File: src/rtl/cbs_pkg.sv
package cbs_pkg;

    // fixed-point format of periods and sample positions
    localparam int FRAC_W = 8;
    // resolution of the sample-point fraction
    localparam int SPF_W  = 8;

    typedef enum logic {
        MODE_IDLE = 1'b0,
        MODE_RUN  = 1'b1
    } run_mode_e;

endpackage

File: src/rtl/cbs_rx_sync.sv
module cbs_rx_sync #(
    parameter int STAGES = 2
) (
    input  logic clk,
    input  logic rst_n,
    input  logic rx_async,
    output logic rx_sync
);

    logic [STAGES-1:0] sh_d, sh_q;

    always_comb begin
        sh_d = {sh_q[STAGES-2:0], rx_async};
    end

    // reset to recessive so no false start-of-frame edge appears
    always_ff @(posedge clk or negedge rst_n) begin
        if (!rst_n) sh_q <= '1;
        else        sh_q <= sh_d;
    end

    assign rx_sync = sh_q[STAGES-1];

endmodule

File: src/rtl/cbs_phase_calc.sv
module cbs_phase_calc
    import cbs_pkg::*;
#(
    parameter int PW = 18
) (
    input  logic [PW-1:0]    period_i,
    input  logic [SPF_W-1:0] frac_i,
    output logic [PW-1:0]    offset_o
);

    localparam int PRODW = PW + SPF_W;

    logic [PRODW-1:0] prod;

    always_comb begin
        prod     = PRODW'(period_i) * PRODW'(frac_i);
        offset_o = prod[PRODW-1:SPF_W];
    end

endmodule

File: src/rtl/cbs_sample_timer.sv
module cbs_sample_timer
    import cbs_pkg::*;
#(
    parameter int PER_INT_W = 10,
    parameter int SPAN_W    = 4,
    parameter int IDX_W     = 8,
    parameter int IDLE_BITS = 11
) (
    input  logic                          clk,
    input  logic                          rst_n,
    input  logic                          rx_s,
    input  logic [PER_INT_W+FRAC_W-1:0]   per_nom,
    input  logic [PER_INT_W+FRAC_W-1:0]   per_fast,
    input  logic [PER_INT_W+FRAC_W-1:0]   off_nom,
    input  logic [PER_INT_W+FRAC_W-1:0]   off_fast,
    input  logic                          fast_req,
    input  logic                          nom_req,
    output logic                          bit_stb,
    output logic                          bit_val,
    output logic [IDX_W-1:0]              bit_idx
);

    localparam int PW = PER_INT_W + FRAC_W;
    localparam int TW = PW + SPAN_W;
    localparam int EW = PER_INT_W + SPAN_W;
    localparam int RW = $clog2(IDLE_BITS + 1);

    typedef struct packed {
        run_mode_e        mode;
        logic             fast;
        logic [TW-1:0]    target;
        logic [EW-1:0]    elapsed;
        logic [IDX_W-1:0] idx;
        logic [RW-1:0]    run;
        logic             rx_prev;
        logic             stb;
        logic             val;
        logic [IDX_W-1:0] idx_out;
    } tmr_state_t;

    localparam tmr_state_t RST_STATE = '{
        mode: MODE_IDLE, fast: 1'b0, target: '0, elapsed: '0, idx: '0,
        run: '0, rx_prev: 1'b1, stb: 1'b0, val: 1'b1, idx_out: '0
    };

    tmr_state_t s_d, s_q;

    logic          edge_fall;
    logic          in_run;
    logic          hit;
    logic          rate_new;
    logic          closing;
    logic [PW-1:0] per_cur;
    logic [TW-1:0] tgt;
    logic [TW:0]   rebase_sum;
    logic [TW:0]   rebase_diff;

    always_comb begin
        edge_fall   = s_q.rx_prev & ~rx_s;
        in_run      = (s_q.mode == MODE_RUN);
        hit         = in_run && !edge_fall &&
                      (s_q.elapsed == s_q.target[TW-1:FRAC_W]);
        per_cur     = s_q.fast ? per_fast : per_nom;
        rate_new    = fast_req ? 1'b1 : (nom_req ? 1'b0 : s_q.fast);
        closing     = hit && rx_s && (s_q.run == RW'(IDLE_BITS - 1));
        tgt         = s_q.target;
        rebase_sum  = '0;
        rebase_diff = '0;

        s_d         = s_q;
        s_d.stb     = 1'b0;
        s_d.rx_prev = rx_s;
        if (s_q.elapsed != '1) s_d.elapsed = s_q.elapsed + 1'b1;

        if (!in_run) begin
            // requests are ignored while idle
            s_d.fast = 1'b0;
            if (edge_fall) begin
                s_d.mode    = MODE_RUN;
                s_d.elapsed = EW'(1);
                s_d.target  = TW'(off_nom);
                s_d.idx     = '0;
                s_d.run     = '0;
            end
        end else begin
            if (hit) begin
                s_d.stb     = 1'b1;
                s_d.val     = rx_s;
                s_d.idx_out = s_q.idx;
                if (s_q.idx != '1) s_d.idx = s_q.idx + 1'b1;
                s_d.run     = rx_s ? s_q.run + 1'b1 : '0;
            end

            if (edge_fall) begin
                // resync: the bit this edge starts is sampled one offset later
                s_d.fast    = rate_new;
                s_d.elapsed = EW'(1);
                s_d.target  = rate_new ? TW'(off_fast) : TW'(off_nom);
            end else if (fast_req) begin
                // forced anchor at the switch, next bit one fast period on
                s_d.fast    = 1'b1;
                s_d.elapsed = EW'(1);
                s_d.target  = TW'(per_fast) + TW'(off_fast);
            end else begin
                if (hit) tgt = s_q.target + TW'(per_cur);
                if (nom_req && s_q.fast) begin
                    rebase_sum  = {1'b0, tgt} + (TW+1)'(per_nom);
                    if (rebase_sum >= (TW+1)'(per_fast)) begin
                        rebase_diff = rebase_sum - (TW+1)'(per_fast);
                        tgt         = rebase_diff[TW-1:0];
                    end else begin
                        tgt = '0;
                    end
                    s_d.fast = 1'b0;
                end
                s_d.target = tgt;
            end

            if (closing) begin
                s_d.mode = MODE_IDLE;
                s_d.fast = 1'b0;
            end
        end
    end

    always_ff @(posedge clk or negedge rst_n) begin
        if (!rst_n) s_q <= RST_STATE;
        else        s_q <= s_d;
    end

    assign bit_stb = s_q.stb;
    assign bit_val = s_q.val;
    assign bit_idx = s_q.idx_out;

    // an idle block that was idle before issues no strobe
    p_no_stb_idle_r1: assert property (@(posedge clk) disable iff (!rst_n)
        (!in_run && $past(!in_run)) |-> !bit_stb);

    // the index output moves only together with a strobe
    p_idx_moves_r4: assert property (@(posedge clk) disable iff (!rst_n)
        !$stable(bit_idx) |-> bit_stb);

    // a resync edge in the frame suppresses the strobe of that cycle
    p_edge_wins_r5: assert property (@(posedge clk) disable iff (!rst_n)
        (in_run && edge_fall) |=> !bit_stb);

    // a fast request re-anchors the count and selects the fast period
    p_fast_anchor_r7: assert property (@(posedge clk) disable iff (!rst_n)
        (in_run && fast_req && !edge_fall && !closing) |=>
        (s_q.elapsed == EW'(1) && s_q.fast));

    // idle always runs at the nominal rate
    p_rate_nom_idle_r9: assert property (@(posedge clk) disable iff (!rst_n)
        (!in_run && $past(!in_run)) |-> !s_q.fast);

endmodule

File: src/rtl/can_bit_sampler.sv
module can_bit_sampler
    import cbs_pkg::*;
#(
    parameter int PER_INT_W   = 10,
    parameter int SPAN_W      = 4,
    parameter int IDX_W       = 8,
    parameter int IDLE_BITS   = 11,
    parameter int SYNC_STAGES = 2
) (
    input  logic                        clk,
    input  logic                        rst_n,
    input  logic                        rx_raw,
    input  logic [PER_INT_W+FRAC_W-1:0] nom_period,
    input  logic [PER_INT_W+FRAC_W-1:0] fast_period,
    input  logic [SPF_W-1:0]            sp_frac,
    input  logic                        fast_req,
    input  logic                        nom_req,
    output logic                        bit_stb,
    output logic                        bit_val,
    output logic [IDX_W-1:0]            bit_idx
);

    localparam int PW     = PER_INT_W + FRAC_W;
    localparam int N_RATE = 2;

    logic          rx_s;
    logic [PW-1:0] per_v [N_RATE];
    logic [PW-1:0] off_v [N_RATE];

    assign per_v[0] = nom_period;
    assign per_v[1] = fast_period;

    cbs_rx_sync #(
        .STAGES (SYNC_STAGES)
    ) u_sync (
        .clk      (clk),
        .rst_n    (rst_n),
        .rx_async (rx_raw),
        .rx_sync  (rx_s)
    );

    for (genvar g = 0; g < N_RATE; g++) begin : g_rate
        cbs_phase_calc #(
            .PW (PW)
        ) u_phase (
            .period_i (per_v[g]),
            .frac_i   (sp_frac),
            .offset_o (off_v[g])
        );
    end

    cbs_sample_timer #(
        .PER_INT_W (PER_INT_W),
        .SPAN_W    (SPAN_W),
        .IDX_W     (IDX_W),
        .IDLE_BITS (IDLE_BITS)
    ) u_timer (
        .clk      (clk),
        .rst_n    (rst_n),
        .rx_s     (rx_s),
        .per_nom  (per_v[0]),
        .per_fast (per_v[1]),
        .off_nom  (off_v[0]),
        .off_fast (off_v[1]),
        .fast_req (fast_req),
        .nom_req  (nom_req),
        .bit_stb  (bit_stb),
        .bit_val  (bit_val),
        .bit_idx  (bit_idx)
    );

endmodule

File: config.mk
export PLATFORM = sky130hd
export DESIGN_NAME = can_bit_sampler
export DESIGN_NICKNAME = d
export VERILOG_FILES = /design/src/rtl/cbs_pkg.sv /design/src/rtl/cbs_rx_sync.sv /design/src/rtl/cbs_phase_calc.sv /design/src/rtl/cbs_sample_timer.sv /design/src/rtl/can_bit_sampler.sv
export SDC_FILE = /design/constraint.sdc
export NUM_CORES = 1
export LEC_CHECK = 0
export BUFFER_PORTS_ARGS = -buffer_cell sky130_fd_sc_hd__buf_2
export CORE_MARGIN = 3
export CORE_UTILIZATION = 50
export CTS_CLUSTER_SIZE = 24
export DETAILED_ROUTE_END_ITERATION = 8
export GPL_ROUTABILITY_DRIVEN = 1
export HOLD_SLACK_MARGIN = 0.02
export MAX_ROUTING_LAYER = met4
export PLACE_DENSITY = 0.68
export SLEW_MARGIN = 20
export SYNTH_ARGS = -nofsm -noshare
export SYNTH_HDL_FRONTEND = slang
export SYNTH_SLANG_ARGS = --single-unit
File: constraint.sdc
create_clock -name clk -period 9.75 [get_ports clk]
set_input_delay 0 -clock clk [delete_from_list [all_inputs] [get_ports clk]]
set_output_delay 0 -clock clk [all_outputs]
set_load 0.005 [all_outputs]
==> reports/qor.csv, run 1 <==
stage;metric;value;unit
synth;sequential fraction of the synthesis area;9.91;%
clocking;Post-CTS Resized;0;
clocking;CTS tree;built;
worst_setup_path;Crit-path slowest cell;a211o_1;
placed_design;Post-DP HPWL;34.2;mm
final_layout;Final #Nets;2301;
placed_design;Port Buffers;58;
floorplanning;I/O Pins;59;
synth;top cell type's share of synthesized area;24.3;%
sta;unrepaired setup endpoints after global routing;no;
detailed_routing;Total Routed Length;45.0;mm
synth;Post-synth ARST share;100;%
detailed_routing;first drt pass iteration count;7;
floorplanning;full die area;0.0341;mm^2
worst_setup_path;CP Capture Type;flip-flop;
global_route;pin count of the biggest net entering global routing;64;
clocking;cts bufs inserted;9;
worst_setup_path;critical path startpoint category;flip-flop;
global_route;initial antenna violation count;1;
sta;Fin. Hold Viols;0;
power;Final Total Pwr;0.00564;W
global_route;vias in the first global route;13900;
worst_setup_path;crit path kind;reg2reg;
floorplanning;die height;185;um
synth;Syn Area/Cell;8.39;um^2
sta;Max-slew headroom;39.2;%
sta;Max Fclk;114;MHz
sta;setup violators final;0;
synth;flip-flop and latch count after synthesis;63;
sta;Worst Tran Pin Value;912;ps
run;Max Cap Viol;0;
clocking;Skew-Pair Late Insertion Delay;340;ps
floorplanning;row count;64;
synth;ranking of synthesized cells by area;fa_1 (24%), ha_1 (13%), dfrtp_1 (9.3%), and2_1 (6.8%), inv_1 (5.5%);
synth;syn nets;2312;
final_layout;area grow syn2layout;5.18;%
worst_setup_path;most frequent CP cell;o21ai_0;
global_route;grt ovf;0;
floorplanning;Die Width;185;um
sta;hold_ws;89.4;ps
synth;Distinct cells, synth;75;
clocking;CTS root buffer;clkbuf_16;
global_route;gr usage total;28.0;%
floorplanning;core area;0.0310;mm^2
clocking;clock transition at the registers of the reported paths;60;ps
synth;post-synthesis cell area;0.0160;mm^2
detailed_routing;# DRC;0;
synth;EDFF count, synth;0;
detailed_routing;vias per cell;5.95;
power;power per cell area;336;mW/mm^2
clocking;Longest Clk Path Bufs;2;
detailed_routing;via count;13600;
clocking;CTS H-tree lvls;3;
worst_setup_path;CP arrival;8980;ps
sta;Slew Limit Fails;0;
sta;fin crit share;89.7;%
synth;post-synth top area cell;fa_1;
synth;Syn. warnings;0;
final_layout;share of layout cells above drive strength 1;7.17;%
detailed_routing;DR iter-0 viols;1077;
worst_setup_path;max incr delay on CP;630;ps
power;Peak VDD IR;0.259;mV
detailed_routing;DR WL/cell;19.6;um
detailed_routing;Routed Antenna Nets;0;
outcome;status;complete, no violations;
sta;Period minus WS final;8750;ps
clocking;CTS sink count;63;
worst_setup_path;largest fanout on the critical path;21;
hold_path;Hold Path Class;in2reg;
placed_design;GPL Wtd Cong;1.01;
worst_setup_path;Worst EP required;9980;ps
global_route;first-pass GRT wire length;74.0;mm
synth;ys flop type;dfrtp_1;
sta;clk_skew;8.72;ps
synth;Cells after Synth;1902;
floorplanning;initial core utilization;51.5;%
power;P_leak;8.27;nW
sta;Setup TNS;0;ps
state kept, by name, summed over array words and instances, names as in the netlist:
name,count
u_sync.sh_q,2
u_timer.bit_idx,8
u_timer.bit_val,1
u_timer.s_q,50
u_timer.in_run,1
u_timer.bit_stb,1
per-stage QoR:
stage | util [%] | cells | worst slack (ps) | cell area (um^2)
3_3_place_gp | 53.0 | 2274 | 1490 | 16400
4_1_cts | 54.1 | 2292 | 1130 | 16800
6_report | 54.2 | 2293 | 1000 | 16800
3_5_place_dp | 53.0 | 2274 | 1220 | 16400
2_1_floorplan | - | 1902 | 1960 | 16000
5_1_grt | 54.2 | 2293 | 598 | 16800
routing by layer:
| layer | part of all wire [%] | track usage [%] |
|---|---|---|
| met1 | 45 | 38.7 |
| met2 | 46 | 44.7 |
| met3 | 6.1 | 3.18 |
| met4 | 2.4 | 6.42 |
| met5 | 0 | - |
cells in the mapped netlist, drive strengths merged (11+ instances only):
cell type	instances
inv	234
nand2	199
fa	194
and2	175
ha	167
a21oi	96
nor2	82
o21ai	80
xnor2	78
clkbuf	67
dfrtp	59
a21o	45
xor2	39
mux2	33
nand3	30
nor3	28
buf	25
nand4	24
o21a	19
and3	13
a211oi	12
nand2b	12
o211ai	11
or3	11
worst max-delay path: cells and delay by family (launching register included):
family	cells	cell delay [ps]
AOI/OAI and AO/OA	18	5110
DFF	1	320
buffers and inverters	1	280
xor gates and xnor gates	2	220
and+or+nand+nor	5	720
muxes	2	660
adders and majority gates	4	1310
cells by family after synthesis:
logic type               Yosys count  share of synthesized area, %
buffers and inverters            327                          7.99
AND/OR/NAND/NOR                  614                          19.5
XOR/XNOR                         117                          6.42
adder cells (fa/ha/maj)          361                          37.4
AO/OA/AOI/OAI                    379                          15.9
flip-flops                        63                          9.91
multiplexers                      41                          2.83
power breakdown:
part | leakage (nW) | internal, W | total (W) | switching [W]
sequential | 0.815 | 0.000319 | 0.000404 | 0.0000853
clock | 0.161 | 0.000227 | 0.000369 | 0.000142
combinational | 7.30 | 0.00207 | 0.00487 | 0.00280
worst paths after layout:
kind | start | to | slack, ps | cells after the start
setup / recovery | u_timer.s_q[59]$_DFFE_PN0P_ | u_timer.s_q[40]$_DFFE_PN0P_ | 1000 | 32
hold / removal | nom_req | u_timer.s_q[51]$_DFFE_PN0P_ | 90 | 4
setup reg to reg | u_timer.s_q[59]$_DFFE_PN0P_ | u_timer.s_q[40]$_DFFE_PN0P_ | 1000 | 32
hold reg to reg | u_sync.sh_q[0]$_DFF_PN1_ | u_sync.sh_q[1]$_DFF_PN1_ | 350 | 0
max in group asynchronous | rst_n | u_timer.s_q[13]$_DFFE_PN0P_ | 8820 | 3
min in group asynchronous | rst_n | u_timer.s_q[56]$_DFFE_PN0P_ | 390 | 3
final cells by class:
type | count | area (um^2)
clock buffers | 9 | 225
fillers | 2926 | 14200
well taps | 396 | 495
clock inverters | 7 | 104
repair buffers | 70 | 385
inverters | 235 | 887
multi-input cells | 1512 | 13100
flip-flops and latches | 63 | 1580
diodes | 1 | 2.50
cell usage in the layout (no fill, tap or decap), types with 8 or more instances in the layout:
master	n
inv_1	234
nand2_1	199
fa_1	194
and2_1	174
ha_1	167
a21oi_1	96
nor2_1	82
o21ai_0	78
xnor2_1	78
dfrtp_1	59
buf_2	58
a21o_1	45
xor2_1	39
mux2_2	33
nand3_1	30
nor3_1	28
nand4_1	24
o21a_1	19
and3_1	13
a211oi_1	12
nand2b_1	12
or3_1	11
o211ai_1	11
a31oi_1	10
buf_4	10
o21bai_1	9
o31ai_1	9
clkbuf_16	9
nor2b_1	8
mux2i_1	8
timing repair:
| item | CTS | global route |
|---|---|---|
| endpoints found under the hold margin | 60 | 0 |
| hold buffers | 2 | 0 |
| buffers inserted | 0 | 0 |
(Power assumes the default switching activity.)
==> run 2: changes to the inputs <==
- ABC_CLOCK_PERIOD_IN_PS: not set -> 9750
- MAX_ROUTING_LAYER: met4 -> not set
==> reports/qor.csv, run 2 (same netlist as run 1, synthesis figures left out) <==
stage;metric;value;unit;change
outcome;status;complete, no violations;;unchanged
final_layout;Largest register FFs;50;;unchanged
worst_setup_path;max incr delay on CP;640;ps;was 630 ps
placed_design;pre-CTS setup slack;1490;ps;was 1220 ps
final_layout;area grow syn2layout;5.12;%;was 5.18%
clocking;Skew-Pair Late Insertion Delay;350;ps;was 340 ps
global_route;gr usage total;27.0;%;was 28.0%
worst_setup_path;largest fanout on the critical path;20;;was 21
sta;Fin. Hold Viols;0;;unchanged
global_route;met1 Use GR;37.8;%;was 38.7%
sta;Worst Tran Pin Value;1100;ps;was 912 ps
global_route;met2 usage;44.0;%;was 44.7%
final_layout;Most flops, register;u_timer.s_q;;unchanged
worst_setup_path;critical path startpoint category;flip-flop;;unchanged
clocking;CTS sink count;63;;unchanged
power;Peak VDD IR;0.251;mV;was 0.259 mV
worst_setup_path;critical path startpoint;u_timer.s_q[59]$_DFFE_PN0P_;;unchanged
clocking;post-CTS setup buffers;0;;unchanged
worst_setup_path;CP arrival;8650;ps;was 8980 ps
final_layout;Inserted Diodes;0;;was 1
sta;unrepaired setup endpoints after global routing;no;;unchanged
global_route;met3 GRT Util;3.63;%;was 3.18%
global_route;initial antenna violation count;0;;was 1
power;P_leak;8.27;nW;about the same
sta;clk_skew;9.03;ps;was 8.72 ps
worst_setup_path;Worst setup endpoint;u_timer.s_q[50]$_DFFE_PN0P_;;was u_timer.s_q[40]$_DFFE_PN0P_
sta;setup violators final;0;;unchanged
detailed_routing;DR WL/cell;19.3;um;was 19.6 um
placed_design;Port Buffers;58;;unchanged
final_layout;share of layout cells above drive strength 1;7.12;%;was 7.17%
worst_setup_path;worst r2r dst;u_timer.s_q[50]$_DFFE_PN0P_;;was u_timer.s_q[40]$_DFFE_PN0P_
sta;Setup TNS;0;ps;unchanged
final_layout;commonest non-fill, non-tap cell in the layout;inv_1;;unchanged
floorplanning;Die Width;185;um;unchanged
clocking;CTS root buffer;clkbuf_16;;unchanged
floorplanning;row count;64;;unchanged
worst_setup_path;CP Capture Type;flip-flop;;unchanged
global_route;pin count of the biggest net entering global routing;64;;unchanged
final_layout;Layout Utilization;54.1;%;was 54.2%
final_layout;Filler cells;2934;;was 2926
sta;Period minus WS final;8420;ps;was 8750 ps
final_layout;Final #Nets;2300;;was 2301
detailed_routing;first drt pass iteration count;5;;was 7
detailed_routing;Total Routed Length;44.3;mm;was 45.0 mm
worst_setup_path;most frequent CP cell;o21ai_0;;unchanged
worst_setup_path;worst reg2reg startpoint;u_timer.s_q[59]$_DFFE_PN0P_;;unchanged
placed_design;Post-DP HPWL;33.8;mm;was 34.2 mm
clocking;Post-CTS Resized;0;;unchanged
sta;Max Fclk;119;MHz;was 114 MHz
global_route;GRT Max-Usage Layer;met2;;unchanged
worst_setup_path;crit path kind;reg2reg;;unchanged
floorplanning;die height;185;um;unchanged
detailed_routing;via count;13700;;was 13600
power;Final Total Pwr;0.00559;W;was 0.00564 W
detailed_routing;vias per cell;5.96;;was 5.95
global_route;first-pass GRT wire length;73.9;mm;was 74.0 mm
clocking;clock transition at the registers of the reported paths;60;ps;about the same
sta;Slew Limit Fails;0;;unchanged
worst_setup_path;Crit-path slowest cell;a211o_1;;unchanged
detailed_routing;Routed Antenna Nets;0;;unchanged
clocking;CTS H-tree lvls;3;;unchanged
detailed_routing;# DRC;0;;unchanged
hold_path;Hold Crit Start;rx_raw;;was nom_req
detailed_routing;DR iter-0 viols;1070;;was 1077
global_route;grt ovf;0;;unchanged
floorplanning;full die area;0.0341;mm^2;unchanged
floorplanning;I/O Pins;59;;unchanged
worst_setup_path;Worst EP required;9990;ps;was 9980 ps
sta;fin crit share;86.3;%;was 89.7%
hold_path;Hold Path Class;in2reg;;unchanged
floorplanning;core area;0.0310;mm^2;unchanged
run;Max Cap Viol;0;;unchanged
global_route;vias in the first global route;14200;;was 13900
sta;Final WS setup;1330;ps;was 1000 ps
placed_design;GPL Wtd Cong;0.994;;was 1.01
floorplanning;initial core utilization;51.5;%;unchanged
worst_setup_path;path depth of the worst reg2reg path;31;;was 32
power;power per cell area;333;mW/mm^2;was 336 mW/mm^2
clocking;Longest Clk Path Bufs;2;;unchanged
clocking;CTS tree;built;;unchanged
final_layout;most frequent cells in the layout;inv_1 (234), nand2_1 (199), fa_1 (194);;unchanged
sta;Max-slew headroom;26.3;%;was 39.2%
worst_setup_path;R2R setup slack;1330;ps;was 1000 ps
clocking;cts bufs inserted;9;;unchanged
-- run 2: cell count changes in the layout (fill, tap and decap cells not counted) --
cell,delta
buf_4,-1
diode_2,-1
-- run 2: layout make-up --
type                            count  area (um^2)  area share [%]
Clock buffer                        9          225            1.34
Clock inverter                      7          104           0.619
Inverter                          235          887            5.29
Multi-Input combinational cell   1512        13100            78.1
Sequential cell                    63         1580            9.43
Tap cell                          396          495            2.95
Timing Repair Buffer               69          378            2.25
-- run 2: how the worst min path moves through the flow --
| stage | slack (ps) | to | depth (start not counted) |
|---|---|---|---|
| final | 290 | u_sync.sh_q[0]$_DFF_PN1_ | 2 |
| after detailed placement | 110 | u_sync.sh_q[0]$_DFF_PN1_ | 1 |
| after global placement | 100 | u_sync.sh_q[0]$_DFF_PN1_ | 1 |
| after CTS | 280 | u_sync.sh_q[0]$_DFF_PN1_ | 2 |
| after global routing | 310 | u_sync.sh_q[0]$_DFF_PN1_ | 2 |
| after floorplan | -300 | u_timer.bit_idx[0]$_DFFE_PN0P_ | 0 |
-- run 2: what timing repair did --
item | 4_1_cts | 5_1_grt
endpoints found under the hold margin | 60 | 0
hold buffers | 2 | 0
endpoints found under the setup margin | 0 | 0
-- run 2: power by group --
part	total (W)	switching [W]	internal [W]
Combinational	0.00482	0.00276	0.00207
Clock	0.000364	0.000137	0.000227
Sequential	0.000400	0.0000806	0.000319
-- run 2: per-layer routing --
metal / wire, um / up-vias
met5: 0 / -
met4: 1370 / 0
met3: 2620 / 93
met2: 20300 / 452
met1: 20000 / 6749
li1: - / 6361
-- run 2: critical path: cells and delay by family, from the launching register on --
kind                       cells  cell delay (ps)
AOI/OAI and AO/OA             18             4970
xor gates and xnor gates       2              210
muxes                          2              670
and+or+nand+nor                5              720
DFF                            1              350
adders and majority gates      3             1080
buffers and inverters          1              280
-- run 2: stage by stage --
| step | hold WS [ps] | cells | instance area (um^2) |
|---|---|---|---|
| 3_5_place_dp | 106 | 2273 | 16400 |
| 5_1_grt | 308 | 2291 | 16800 |
| 4_1_cts | 281 | 2291 | 16800 |
| 6_report | 295 | 2291 | 16800 |
| 2_1_floorplan | -296 | 1902 | 16000 |
| 3_3_place_gp | 105 | 2273 | 16400 |
